==> src/rtl/cache_pkg.sv <==
package cache_pkg;
  typedef enum logic [2:0] {
    ST_IDLE,
    ST_LOOKUP,
    ST_EVICT,
    ST_FILL_REQ,
    ST_FILL_WAIT,
    ST_WT_WRITE
  } cache_state_e;
endpackage

==> src/rtl/cache_tag_store.sv <==
module cache_tag_store #(
  parameter int IDX_W = 3,
  parameter int TAG_W = 9,
  localparam int LINES = 1 << IDX_W
) (
  input  logic             clk,
  input  logic             rst_n,
  input  logic [IDX_W-1:0] rd_idx_i,
  output logic             rd_valid_o,
  output logic             rd_dirty_o,
  output logic [TAG_W-1:0] rd_tag_o,
  input  logic             wr_en_i,
  input  logic             wr_valid_i,
  input  logic             wr_dirty_i,
  input  logic [TAG_W-1:0] wr_tag_i
);
  logic             valid_q [LINES];
  logic             dirty_q [LINES];
  logic [TAG_W-1:0] tag_q   [LINES];

  for (genvar i = 0; i < LINES; i++) begin : g_line
    logic sel;
    assign sel = wr_en_i && (rd_idx_i == IDX_W'(i));

    always_ff @(posedge clk or negedge rst_n) begin
      if (!rst_n) begin
        valid_q[i] <= 1'b0;
        dirty_q[i] <= 1'b0;
      end else if (sel) begin
        valid_q[i] <= wr_valid_i;
        dirty_q[i] <= wr_dirty_i;
      end
    end

    always_ff @(posedge clk) begin
      if (sel) begin
        tag_q[i] <= wr_tag_i;
      end
    end
  end

  assign rd_valid_o = valid_q[rd_idx_i];
  assign rd_dirty_o = dirty_q[rd_idx_i];
  assign rd_tag_o   = tag_q[rd_idx_i];
endmodule

==> src/rtl/cache_data_store.sv <==
module cache_data_store #(
  parameter int IDX_W  = 3,
  parameter int DATA_W = 32,
  localparam int LINES = 1 << IDX_W
) (
  input  logic              clk,
  input  logic [IDX_W-1:0]  idx_i,
  output logic [DATA_W-1:0] rd_data_o,
  input  logic              wr_en_i,
  input  logic [DATA_W-1:0] wr_data_i
);
  logic [DATA_W-1:0] word_q [LINES];

  for (genvar i = 0; i < LINES; i++) begin : g_word
    always_ff @(posedge clk) begin
      if (wr_en_i && (idx_i == IDX_W'(i))) begin
        word_q[i] <= wr_data_i;
      end
    end
  end

  assign rd_data_o = word_q[idx_i];
endmodule

==> src/rtl/cache_ctrl.sv <==
module cache_ctrl
  import cache_pkg::*;
#(
  parameter int ADDR_W = 12,
  parameter int DATA_W = 32,
  parameter int IDX_W  = 3,
  localparam int TAG_W = ADDR_W - IDX_W
) (
  input  logic              clk,
  input  logic              rst_n,
  input  logic              wb_mode_i,
  input  logic              cpu_req_i,
  input  logic              cpu_we_i,
  input  logic [ADDR_W-1:0] cpu_addr_i,
  input  logic [DATA_W-1:0] cpu_wdata_i,
  output logic              cpu_rdy_o,
  output logic              cpu_done_o,
  output logic [DATA_W-1:0] cpu_rdata_o,
  output logic              mem_req_o,
  output logic              mem_we_o,
  output logic [ADDR_W-1:0] mem_addr_o,
  output logic [DATA_W-1:0] mem_wdata_o,
  input  logic              mem_rdy_i,
  input  logic              mem_rvalid_i,
  input  logic [DATA_W-1:0] mem_rdata_i,
  output logic [IDX_W-1:0]  lk_idx_o,
  input  logic              lk_valid_i,
  input  logic              lk_dirty_i,
  input  logic [TAG_W-1:0]  lk_tag_i,
  input  logic [DATA_W-1:0] lk_data_i,
  output logic              tw_en_o,
  output logic              tw_valid_o,
  output logic              tw_dirty_o,
  output logic [TAG_W-1:0]  tw_tag_o,
  output logic              dw_en_o,
  output logic [DATA_W-1:0] dw_data_o
);
  cache_state_e      state_q, state_d;
  logic              req_we_q;
  logic [ADDR_W-1:0] req_addr_q;
  logic [DATA_W-1:0] req_wdata_q;
  logic              accept;
  logic              done_q, done_d;
  logic [DATA_W-1:0] rdata_q, rdata_d;

  logic [TAG_W-1:0]  req_tag;
  logic              hit;
  logic              victim_dirty;

  assign lk_idx_o     = req_addr_q[IDX_W-1:0];
  assign req_tag      = req_addr_q[ADDR_W-1:IDX_W];
  assign hit          = lk_valid_i && (lk_tag_i == req_tag);
  assign victim_dirty = wb_mode_i && lk_valid_i && lk_dirty_i;

  always_comb begin
    state_d     = state_q;
    accept      = 1'b0;
    done_d      = 1'b0;
    rdata_d     = rdata_q;
    cpu_rdy_o   = 1'b0;
    mem_req_o   = 1'b0;
    mem_we_o    = 1'b0;
    mem_addr_o  = req_addr_q;
    mem_wdata_o = req_wdata_q;
    tw_en_o     = 1'b0;
    tw_valid_o  = 1'b1;
    tw_dirty_o  = 1'b0;
    tw_tag_o    = req_tag;
    dw_en_o     = 1'b0;
    dw_data_o   = req_wdata_q;

    unique case (state_q)
      ST_IDLE: begin
        cpu_rdy_o = 1'b1;
        if (cpu_req_i) begin
          accept  = 1'b1;
          state_d = ST_LOOKUP;
        end
      end
      ST_LOOKUP: begin
        if (hit) begin
          if (!req_we_q) begin
            done_d  = 1'b1;
            rdata_d = lk_data_i;
            state_d = ST_IDLE;
          end else begin
            dw_en_o    = 1'b1;
            tw_en_o    = 1'b1;
            tw_dirty_o = wb_mode_i;
            if (wb_mode_i) begin
              done_d  = 1'b1;
              state_d = ST_IDLE;
            end else begin
              state_d = ST_WT_WRITE;
            end
          end
        end else if (req_we_q && !wb_mode_i) begin
          state_d = ST_WT_WRITE;
        end else if (victim_dirty) begin
          state_d = ST_EVICT;
        end else begin
          state_d = ST_FILL_REQ;
        end
      end
      ST_EVICT: begin
        mem_req_o   = 1'b1;
        mem_we_o    = 1'b1;
        mem_addr_o  = {lk_tag_i, lk_idx_o};
        mem_wdata_o = lk_data_i;
        if (mem_rdy_i) state_d = ST_FILL_REQ;
      end
      ST_FILL_REQ: begin
        mem_req_o = 1'b1;
        if (mem_rdy_i) state_d = ST_FILL_WAIT;
      end
      ST_FILL_WAIT: begin
        if (mem_rvalid_i) begin
          tw_en_o    = 1'b1;
          tw_dirty_o = req_we_q;
          dw_en_o    = 1'b1;
          dw_data_o  = req_we_q ? req_wdata_q : mem_rdata_i;
          rdata_d    = mem_rdata_i;
          done_d     = 1'b1;
          state_d    = ST_IDLE;
        end
      end
      ST_WT_WRITE: begin
        mem_req_o = 1'b1;
        mem_we_o  = 1'b1;
        if (mem_rdy_i) begin
          done_d  = 1'b1;
          state_d = ST_IDLE;
        end
      end
      default: state_d = ST_IDLE;
    endcase
  end

  always_ff @(posedge clk or negedge rst_n) begin
    if (!rst_n) begin
      state_q <= ST_IDLE;
      done_q  <= 1'b0;
    end else begin
      state_q <= state_d;
      done_q  <= done_d;
    end
  end

  always_ff @(posedge clk) begin
    if (accept) begin
      req_we_q    <= cpu_we_i;
      req_addr_q  <= cpu_addr_i;
      req_wdata_q <= cpu_wdata_i;
    end
    if (done_d) begin
      rdata_q <= rdata_d;
    end
  end

  assign cpu_done_o  = done_q;
  assign cpu_rdata_o = rdata_q;
endmodule

==> src/rtl/dm_cache.sv <==
module dm_cache #(
  parameter int ADDR_W = 12,
  parameter int DATA_W = 32,
  parameter int IDX_W  = 3,
  localparam int TAG_W = ADDR_W - IDX_W
) (
  input  logic              clk,
  input  logic              rst_n,
  input  logic              wb_mode_i,
  input  logic              cpu_req_i,
  input  logic              cpu_we_i,
  input  logic [ADDR_W-1:0] cpu_addr_i,
  input  logic [DATA_W-1:0] cpu_wdata_i,
  output logic              cpu_rdy_o,
  output logic              cpu_done_o,
  output logic [DATA_W-1:0] cpu_rdata_o,
  output logic              mem_req_o,
  output logic              mem_we_o,
  output logic [ADDR_W-1:0] mem_addr_o,
  output logic [DATA_W-1:0] mem_wdata_o,
  input  logic              mem_rdy_i,
  input  logic              mem_rvalid_i,
  input  logic [DATA_W-1:0] mem_rdata_i
);
  logic [IDX_W-1:0]  lk_idx;
  logic              lk_valid, lk_dirty;
  logic [TAG_W-1:0]  lk_tag;
  logic [DATA_W-1:0] lk_data;
  logic              tw_en, tw_valid, tw_dirty;
  logic [TAG_W-1:0]  tw_tag;
  logic              dw_en;
  logic [DATA_W-1:0] dw_data;

  cache_ctrl #(.ADDR_W(ADDR_W), .DATA_W(DATA_W), .IDX_W(IDX_W)) u_ctrl (
    .clk(clk), .rst_n(rst_n), .wb_mode_i(wb_mode_i),
    .cpu_req_i(cpu_req_i), .cpu_we_i(cpu_we_i), .cpu_addr_i(cpu_addr_i),
    .cpu_wdata_i(cpu_wdata_i), .cpu_rdy_o(cpu_rdy_o), .cpu_done_o(cpu_done_o),
    .cpu_rdata_o(cpu_rdata_o), .mem_req_o(mem_req_o), .mem_we_o(mem_we_o),
    .mem_addr_o(mem_addr_o), .mem_wdata_o(mem_wdata_o), .mem_rdy_i(mem_rdy_i),
    .mem_rvalid_i(mem_rvalid_i), .mem_rdata_i(mem_rdata_i),
    .lk_idx_o(lk_idx), .lk_valid_i(lk_valid), .lk_dirty_i(lk_dirty),
    .lk_tag_i(lk_tag), .lk_data_i(lk_data),
    .tw_en_o(tw_en), .tw_valid_o(tw_valid), .tw_dirty_o(tw_dirty),
    .tw_tag_o(tw_tag), .dw_en_o(dw_en), .dw_data_o(dw_data)
  );

  cache_tag_store #(.IDX_W(IDX_W), .TAG_W(TAG_W)) u_tags (
    .clk(clk), .rst_n(rst_n), .rd_idx_i(lk_idx),
    .rd_valid_o(lk_valid), .rd_dirty_o(lk_dirty), .rd_tag_o(lk_tag),
    .wr_en_i(tw_en), .wr_valid_i(tw_valid), .wr_dirty_i(tw_dirty),
    .wr_tag_i(tw_tag)
  );

  cache_data_store #(.IDX_W(IDX_W), .DATA_W(DATA_W)) u_data (
    .clk(clk), .idx_i(lk_idx), .rd_data_o(lk_data),
    .wr_en_i(dw_en), .wr_data_i(dw_data)
  );
endmodule

==> config.mk <==
export PLATFORM = sky130hd
export DESIGN_NAME = dm_cache
export DESIGN_NICKNAME = d
export VERILOG_FILES = /design/src/rtl/cache_pkg.sv /design/src/rtl/cache_tag_store.sv /design/src/rtl/cache_data_store.sv /design/src/rtl/cache_ctrl.sv /design/src/rtl/dm_cache.sv
export SDC_FILE = /design/constraint.sdc
export NUM_CORES = 1
export LEC_CHECK = 0
export CORE_MARGIN = 2
export CORE_UTILIZATION = 62
export CTS_CLUSTER_DIAMETER = 200
export DETAILED_ROUTE_END_ITERATION = 10
export PLACE_DENSITY = 0.84
export SLEW_MARGIN = 15
export SYNTH_ARGS = -nofsm -noshare
export SYNTH_HDL_FRONTEND = slang
export SYNTH_HIERARCHICAL = 1
export SYNTH_SLANG_ARGS = --single-unit
==> constraint.sdc <==
create_clock -name clk -period 9.7 [get_ports clk]
set_input_delay 1.94 -clock clk [delete_from_list [all_inputs] [get_ports clk]]
set_output_delay 1.94 -clock clk [all_outputs]
set_load 0.01 [all_outputs]
Word-level counts from Yosys, hierarchy flattened
Memory sizes are Yosys's and may differ from the RTL's. A register that Yosys moved wholly into a read port is not among the register bits.
Cells that the tools add are included.
{ "op_classes": {"add_sub_neg": 0, "multipliers": 0, "div": 0, "n_lt_le_gt_ge": 1, "n_eq_ne": 20, "shift": 0, "muxes": 104, "bitwise": 1, "n_reduce_logical": 34} }
{ "op_table": {"columns": ["operator", "count"], "rows": [
  ["$mux 32", 14],
  ["$reduce_or 32->1", 7],
  ["$mux 3", 25],
  ["$pmux 32 s2", 1],
  ["$mux 9", 7],
  ["$reduce_or 9->1", 7],
  ["$mux 1", 50],
  ["$eq 3x3->1 const B", 6],
  ["$pmux 3 s6", 1],
  ["$eq 3x2->1 const B", 4],
  ["$logic_and 1x1->1", 12],
  ["$mux 12", 1],
  ["$ne 2x2->1 const B", 6],
  ["$reduce_and 5->1", 2],
  ["$eq 9x9->1", 1],
  ["$bmux 1 s3", 2],
  ["$eq 3x1->1 const B", 2],
  ["$logic_not 3->1", 2],
  ["$ge 4x4->1 const B", 1],
  ["$not 3->4", 1],
  ["$pmux 1 s2", 2],
  ["$pmux 1 s3", 1],
  ["$reduce_or 3->1", 1],
  ["$ne 2x1->1 const B", 1],
  ["3 further kinds", 3]
]} }
{ "word_totals": {"register_bits": 97, "latchBits": 0, "ram_bits": 328, "mem_bits_ro": 0, "inputBits": 83, "output_inout_bits": 80, "elab_cells": 184, "n_memories": 2} }
{ "mem_list": {"columns": ["memory", "words", "word_bits", "rd", "rd_clocked_by_memory_dff", "write_ports", "line", "rtl"], "rows": [
  ["u_data.word_q", 8, 32, 1, 1, 1, "cache_data_store.sv:12", "logic [DATA_W-1:0] word_q [LINES];"],
  ["u_tags.tag_q", 8, 9, 1, 1, 1, "cache_tag_store.sv:19", "logic [TAG_W-1:0] tag_q [LINES];"]
]} }

Logic depth before layout (Yosys ltp)
Gate-level depths: netlist of the first run.
{ "logic_depth": {"ltp_word": 18, "ltp_mapped": 14, "ltp_nobuf": 10} }

Cells and area by module
The synthesis of the first run kept the hierarchy.
{ "by_module_without_submodules": {"columns": ["module", "instances", "cells_each", "area_each_um2", "seq_area_each_um2"], "rows": [
  ["cache_data_store", 1, 470, 9843.2, 7687.4],
  ["cache_ctrl", 1, 259, 4082.7, 2412.3],
  ["cache_tag_store", 1, 180, 3562.2, 2562.5]
]} }

Worst setup path after synthesis of the first run
No wires, ideal clock.
{ "synth_timing": {"path_kind": "register to register", "startpoint": "reg u_ctrl.req_addr_q[1]", "endpoint": "mem u_data.word_q[2][0], enable pin", "setup_ns": 0.468, "arrival_ns": 4.981, "required_time_ns": 9.232, "slack_ns": 4.251, "stages_incl_launch_ff": 11, "path_buffers": 2, "synth_period_minus_slack_ns": 5.449, "cell_sequence": "edfxtp_1 -> buf_6 -> buf_12 -> mux4_2 -> mux2_4 -> xnor2_1 -> nand4_1 -> or3_1 -> o21ai_0 -> nand2b_1 -> nor3b_1"} }
{ "synth_between": {"elab_chain_cells": 18, "elab_cells_between_ends": 60, "classes_between": "eq/ne: 7; mux: 35; bitwise: 1; reduce/logical: 17"} }
{ "synth_rtl": {"columns": ["item", "line", "rtl"], "rows": [
  ["from (decl)", "cache_ctrl.sv:40", "logic [ADDR_W-1:0] req_addr_q;"],
  ["from (signal assigned)", "cache_ctrl.sv:152", "req_addr_q <= cpu_addr_i;"],
  ["$not 3->4 (not written as such) *", "cache_tag_store.sv:42", "assign rd_valid_o = valid_q[rd_idx_i];"],
  ["$bmux 1 s3 *", "cache_tag_store.sv:42", null],
  ["$mux 1 (not written as such) * (2 in series)", "cache_tag_store.sv:42", null],
  ["$logic_and 1x1->1 *", "cache_ctrl.sv:52", "assign hit = lk_valid_i && (lk_tag_i == req_tag);"],
  ["$mux 1 *", "cache_ctrl.sv:81", "if (hit) begin"],
  ["$pmux 1 s2 *", "cache_ctrl.sv:72", "unique case (state_q)"],
  ["net dw_en", "dm_cache.sv:31", "logic dw_en;"],
  ["$logic_and 1x1->1", "cache_data_store.sv:16", "if (wr_en_i && (idx_i == IDX_W'(i))) begin"],
  ["$mux 1", "cache_data_store.sv:16", null],
  ["$mux 1 (not written as such)", "cache_data_store.sv:17", "word_q[i] <= wr_data_i;"],
  ["$reduce_or 32->1 (no line)", null, null],
  ["$mux 3 (no line) or $mux 1 (tied branches) (7 in series)", null, null],
  ["to (decl)", "cache_data_store.sv:12", null]
]} }
Mark *: on every way through the listed nets, which the timed path passes. The rest lies on a longest branch. The select of a mux whose other input is x is not followed.

==> impl_metrics.ini, run 1 <==
[status]
status = completed

[worst_setup_path]
path_class = flip-flop to output port
required_ps = 7760
arrival_ps = 4200
startpoint_type = flip-flop
endpoint_kind = output port
worstReg2RegStart = u_ctrl/req_addr_q[0]
r2r_slack_ps = 4050
r2r_end = u_tags/dirty_q[5]
crit_fanout = 68
rr_worst_depth = 10

[routing]
wl_microns = 38200
wire_per_inst_microns = 25.6
route.detailed.drc = 0
post_drt_via_cell_ratio = 6.30
num_vias = 9402
dr.pass1.iters = 5
drtAntennaViolNets = 0
drt_iter0_drc = 1017

[synth]
syn_nets = 992
yosysWarnings = 6
synth-seq-cells = 425
syn_area_sq_um = 17500
synth_cells = 909
avgSynthCellArea_sq_um = 19.2
yosys.area_share.simple_pct = 2.74
yosysSeqAreaShare_pct = 72.4
synth_compound_area_share_pct = 4.13
synthAdderAreaFrac_pct = 0
synthFlopType = edfxtp_1
synth_top_family_by_area = multiplexers
synth.distinct_cells = 49
synth_async_sr_flop_share_pct = 4.71
synthMuxAreaShare_pct = 18.1
synth_edf_count = 405
synth-xor-area-share_pct = 0.451

[placement]
dpl.hpwl_microns = 22000
port_buffers = 162
place.gp.congestion = 0.838

[die]
core_area_sq_um = 27800
ios = 163
dieArea_sq_um = 29600
initial_utilization_pct = 62.9
rows = 61
die_y_microns = 172
fp.dieW_microns = 172

[final_layout]
fin_nets = 1164
n_antenna_cell = 0
fin_util_pct = 75.3
areaGrowthSynthToFinish_pct = 19.6
drive_gt1_share_pct = 24.6

[min_path]
hold_path_class = flip-flop to flip-flop
min_from = u_tags/valid_q[1]
min_to = u_tags/valid_q[1]
hold-path-cell-count = 1

[timing]
fin_skew_ps = 21.2
slew_violations = 0
final.period_utilization_pct = 63.3
setup_viol = 0
worst_pin_slew_ps = 1170
grt_setup_unrepaired = false
fin_crit_ps = 6140
hold_viol_final = 0
relSlewSlack_pct = 22.2
finalSetupTns_ps = 0
max_freq_ghz = 0.163

[global_route]
antenna_found_initial = 1
grt_max_degree = 99
grt_overflow = 0
grt_util_all_layers_pct = 26.1
grt_first_pass_wirelength_microns = 56600
grt_pass1_vias = 9745

[power]
leakage_nw = 6.97
ir_worst_vdd_uv = 164
p_per_area_nw_per_um2 = 240

[clock_network]
postCtsHoldBufs = 0
cts_htree_levels = 2
post_cts_buffers = 0
clkLatencyLatePin_ps = 540
cts_buffers = 41
cts_sinks = 425
cts_resized = 0
cts_tree = done
clock-root-buffer = clkbuf_16
cts_buffer_depth = 3
clkTransAtPathRegs_ps = 60

[job]
drv_cap = 0
[synthesized netlist by cell type, types with 10 or more instances]
| master | number | area [sq um] |
|---|---|---|
| a22oi_1 | 11 | 82.6 |
| a2bb2oi_1 | 11 | 96.3 |
| buf_2 | 25 | 125 |
| buf_4 | 12 | 90.1 |
| dfrtp_1 | 20 | 500 |
| edfxtp_1 | 405 | 12200 |
| mux2_1 | 30 | 338 |
| mux2_2 | 125 | 1410 |
| mux2i_1 | 42 | 420 |
| mux4_1 | 15 | 394 |
| mux4_2 | 23 | 518 |
| nand2_1 | 10 | 37.5 |
| nand2b_1 | 13 | 81.3 |
| nor2_1 | 13 | 48.8 |
| nor3b_1 | 10 | 75.1 |
| o221a_2 | 11 | 124 |
| o22ai_1 | 18 | 113 |
[metrics by stage]
stage | power, mW | hold WS (ps) | instance area [sq um] | setup slack, ps | std cells
2_1_floorplan | 2.95 | 474 | 17500 | 4250 | 909
3_3_place_gp | 3.33 | 486 | 19500 | 4360 | 1416
3_5_place_dp | 3.36 | 493 | 19500 | 4140 | 1416
4_1_cts | 5.04 | 506 | 20900 | 3570 | 1492
5_1_grt | 5.18 | 532 | 20900 | 3370 | 1492
6_report | 5.01 | 507 | 20900 | 3560 | 1492
[flip-flops by register name (all words and copies together) (netlist names)]
register and cells:
u_tags/tag_q 72, u_ctrl/cpu_done_o 1, u_ctrl/req_addr_q 12, u_ctrl/cpu_rdata_o 32
u_tags/valid_q 8, u_ctrl/req_we_q 1, u_data/word_q 256, u_ctrl/state_q 3
u_tags/dirty_q 8, u_ctrl/req_wdata_q 32
[critical path, stage by stage, from the launching register on]
cell             delay (ps)
edfxtp_1                760
buf_4                   840
or3_1                   860
o22ai_1                 200
a21oi_1                 240
mux2_2                  200
clkdlybuf4s50_1         530
[routing by layer]
metal / up-vias / track usage (%) / part of all wire, %
li1: 4033 / - / -
met1: 4841 / 35.5 / 41
met4: 0 / 8.33 / 2.4
met2: 453 / 44.5 / 51
met5: - / 0 / 0
met3: 75 / 3.57 / 6.4
[layout by cell type, fill, tap and decap left out, types with 3 or more instances in the layout]
cell type / instances
clkinv_2: 9
nor3_1: 3
edfxtp_1: 405
clkbuf_1: 4
clkinv_1: 4
nand2b_1: 13
mux2_1: 30
mux2_2: 125
nor3b_1: 9
nor2_4: 5
mux4_1: 15
clkdlybuf4s50_1: 162
o21ai_0: 4
mux2i_1: 42
nor2b_1: 6
nor3_2: 4
nor2_1: 9
o221ai_1: 9
dfrtp_1: 20
bufinv_16: 7
xnor2_1: 9
a22oi_1: 11
mux2_4: 6
mux4_2: 23
nand2_1: 10
nand3_1: 6
nand4_1: 3
a21oi_1: 9
buf_4: 23
o221a_2: 11
a211o_1: 9
o22ai_1: 18
clkbuf_16: 43
clkinvlp_4: 5
a2bb2oi_1: 11
a211oi_1: 6
[cell families after synthesis]
family / Yosys count
other cells: 1
simple gates: 81
flops: 425
mux: 241
xor+xnor: 9
compound gates: 93
buf+inv: 59
[power by group]
| part | total, mW | internal (mW) | leakage [nW] | switching [mW] |
|---|---|---|---|---|
| Sequential | 2.27 | 2.19 | 3.92 | 0.0768 |
| Clock | 1.68 | 1.01 | 0.696 | 0.674 |
| Combinational | 1.06 | 0.528 | 2.36 | 0.532 |
[how the worst max path moves through the flow]
stage	start	endpoint	slack (ps)	cells after the start
final	u_ctrl/req_addr_q[0]	mem_wdata_o[4]	3560	6
after global routing	u_ctrl/req_addr_q[0]	mem_wdata_o[16]	3370	6
after CTS	u_ctrl/req_addr_q[0]	mem_wdata_o[16]	3570	6
after detailed placement	u_ctrl/req_addr_q[0]	u_data/word_q[3][14]	4140	10
after global placement	u_ctrl/req_addr_q[0]	mem_wdata_o[2]	4360	6
after floorplan	u_ctrl/req_addr_q[1]	u_data/word_q[2][0]	4250	10
[cell type report]
class	count	area [sq um]
clock inverters	28	334
multi-input cells	425	4520
clock buffers	48	1100
inverters	2	7.51
fillers	1569	6870
flip-flops and latches	425	12700
well taps	378	473
repair buffers	186	1810
(Power assumes the default switching activity.)
==> inputs of run 2 (changes only) <==
Settings changed: CORE_UTILIZATION 62 to 57, PLACE_DENSITY 0.84 to 0.78.
Clock period 9.7 ns to 5.7 ns, I/O delays scaled along.
==> run 2 against run 1 <==
  * Final cell count increased by 2.0%
  * Largest cell class unchanged
  * Wire length fell by 2.3%
  * Power rose by 67%
  * Critical path depth grew 1
==> impl_metrics.ini, run 2 (synthesized netlist as in run 1, its figures left out) <==
[worst_setup_path]
startpoint_type = flip-flop
r2r_slack_ps = 830
worstReg2RegStart = u_ctrl/req_addr_q[1]
arrival_ps = 4240
r2r_end = u_tags/tag_q[1][3]
required_ps = 4560
crit_cells = 7
max_stage_delay_ps = 970
rr_worst_depth = 9
crit_top_cell = buf_4
crit_fanout = 27
path_class = flip-flop to output port
path_buf_inv = 3
endpoint_kind = output port
worstPathCellList = buf_4 > buf_4 > nand2b_1 > o221ai_1 > a21oi_1 > mux2_2 > clkdlybuf4s50_1
crit_slowest_cell = edfxtp_1
critical_path.top_delay_family = buffers and inverters

[routing]
wl_microns = 37300
dr.pass1.iters = 7
post_drt_via_cell_ratio = 6.10
drtAntennaViolNets = 0
num_vias = 9288
drt_iter0_drc = 867
route.detailed.drc = 0
wire_per_inst_microns = 24.5

[timing]
max_freq_ghz = 0.186
grt_setup_unrepaired = false
slew_violations = 0
relSlewSlack_pct = 28.2
worst_pin_slew_ps = 1080
final.period_utilization_pct = 94.3
whs_ps = 504
finalSetupTns_ps = 0
setup_viol = 0
fin_crit_ps = 5380
hold_viol_final = 0
fin_skew_ps = 14.9

[final_layout]
final_cell_mix = 405 x edfxtp_1, 162 x clkdlybuf4s50_1, 125 x mux2_2, 45 x clkbuf_16, 42 x mux2i_1
fin_nets = 1179
top_regs = u_data/word_q x256, u_tags/tag_q x72
final_cell_area_sq_um = 21000
areaGrowthSynthToFinish_pct = 20.1
n_antenna_cell = 0
drive_gt1_share_pct = 24.4
regMostFlops = u_data/word_q
final_common_cell = edfxtp_1
largest_reg_flops = 256
fin_util_pct = 69.0

[global_route]
antenna_found_initial = 0
grt_first_pass_wirelength_microns = 55500
grt_pass1_vias = 9413
grt_max_degree = 73
grt_overflow = 0
grt_util_all_layers_pct = 23.4

[min_path]
min_from = u_tags/dirty_q[5]
hold-path-cell-count = 1
min_to = u_tags/dirty_q[5]
hold_path_class = flip-flop to flip-flop

[placement]
place.gp.congestion = 0.800
dpl.hpwl_microns = 22100
port_buffers = 162
placed_area_sq_um = 19600

[clock_network]
cts_tree = done
cts_resized = 0
cts_sinks = 425
cts_htree_levels = 2
clkTransAtPathRegs_ps = 60
clkLatencyLatePin_ps = 540
clock-root-buffer = clkbuf_16
postCtsHoldBufs = 0
post_cts_buffers = 0
cts_buffer_depth = 3
cts_buffers = 43

[die]
initial_utilization_pct = 57.5
rows = 64
ios = 163
core_area_sq_um = 30400
dieArea_sq_um = 32100
fp.dieW_microns = 179
die_y_microns = 179

[power]
p_per_area_nw_per_um2 = 399
leakage_nw = 7.01
ir_worst_vdd_uv = 228
power_mw = 8.39

[status]
status = completed

[job]
drv_cap = 0
==> run 2: cell types whose count changed in the layout (fill, tap and decap cells not counted) <==
cell | before | now
buf_12 | 1 | 5
buf_4 | 23 | 32
bufinv_16 | 7 | 4
clkbuf_1 | 4 | 9
clkbuf_16 | 43 | 45
clkbuf_8 | 1 | 0
clkinv_1 | 4 | 10
clkinv_2 | 9 | 5
clkinv_4 | 1 | 0
clkinvlp_4 | 5 | 2
inv_6 | 2 | 0
==> run 2: area by class of cell <==
class                           count  area [sq um]
Fill cell                        1926          9430
Sequential cell                   425         12700
Multi-Input combinational cell    425          4520
Inverter                            2          7.51
Timing Repair Buffer              199          1960
Clock inverter                     21           198
Clock buffer                       54          1160
Tap cell                          396           495
==> run 2: routing by layer <==
metal	wire length (microns)	up-vias	GRT usage, %
li1	-	4070	-
met1	16100	4816	33.3
met2	18300	353	38.1
met3	2200	49	3.60
met4	749	0	6.25
met5	0	-	0
==> run 2: worst max path at each step <==
stage	from	endpoint
after floorplan	u_ctrl/req_addr_q[1]	u_data/word_q[2][0]
after global placement	u_ctrl/req_addr_q[1]	mem_wdata_o[17]
after detailed placement	u_ctrl/req_addr_q[2]	mem_wdata_o[25]
after CTS	u_ctrl/req_addr_q[2]	mem_wdata_o[25]
after global routing	u_ctrl/req_addr_q[1]	mem_wdata_o[2]
final	u_ctrl/req_addr_q[2]	mem_wdata_o[25]
==> run 2: power breakdown <==
group	switching, mW	internal [mW]	total [mW]
combinational	0.861	0.916	1.78
clock	1.11	1.61	2.73
sequential	0.147	3.74	3.88
==> run 2: stage by stage <==
step                      std cells  setup slack, ps
after floorplan                 909              251
after global placement         1447              944
after detailed placement       1447              862
after CTS                      1522              273
after global routing           1522             15.2
final                          1522              325
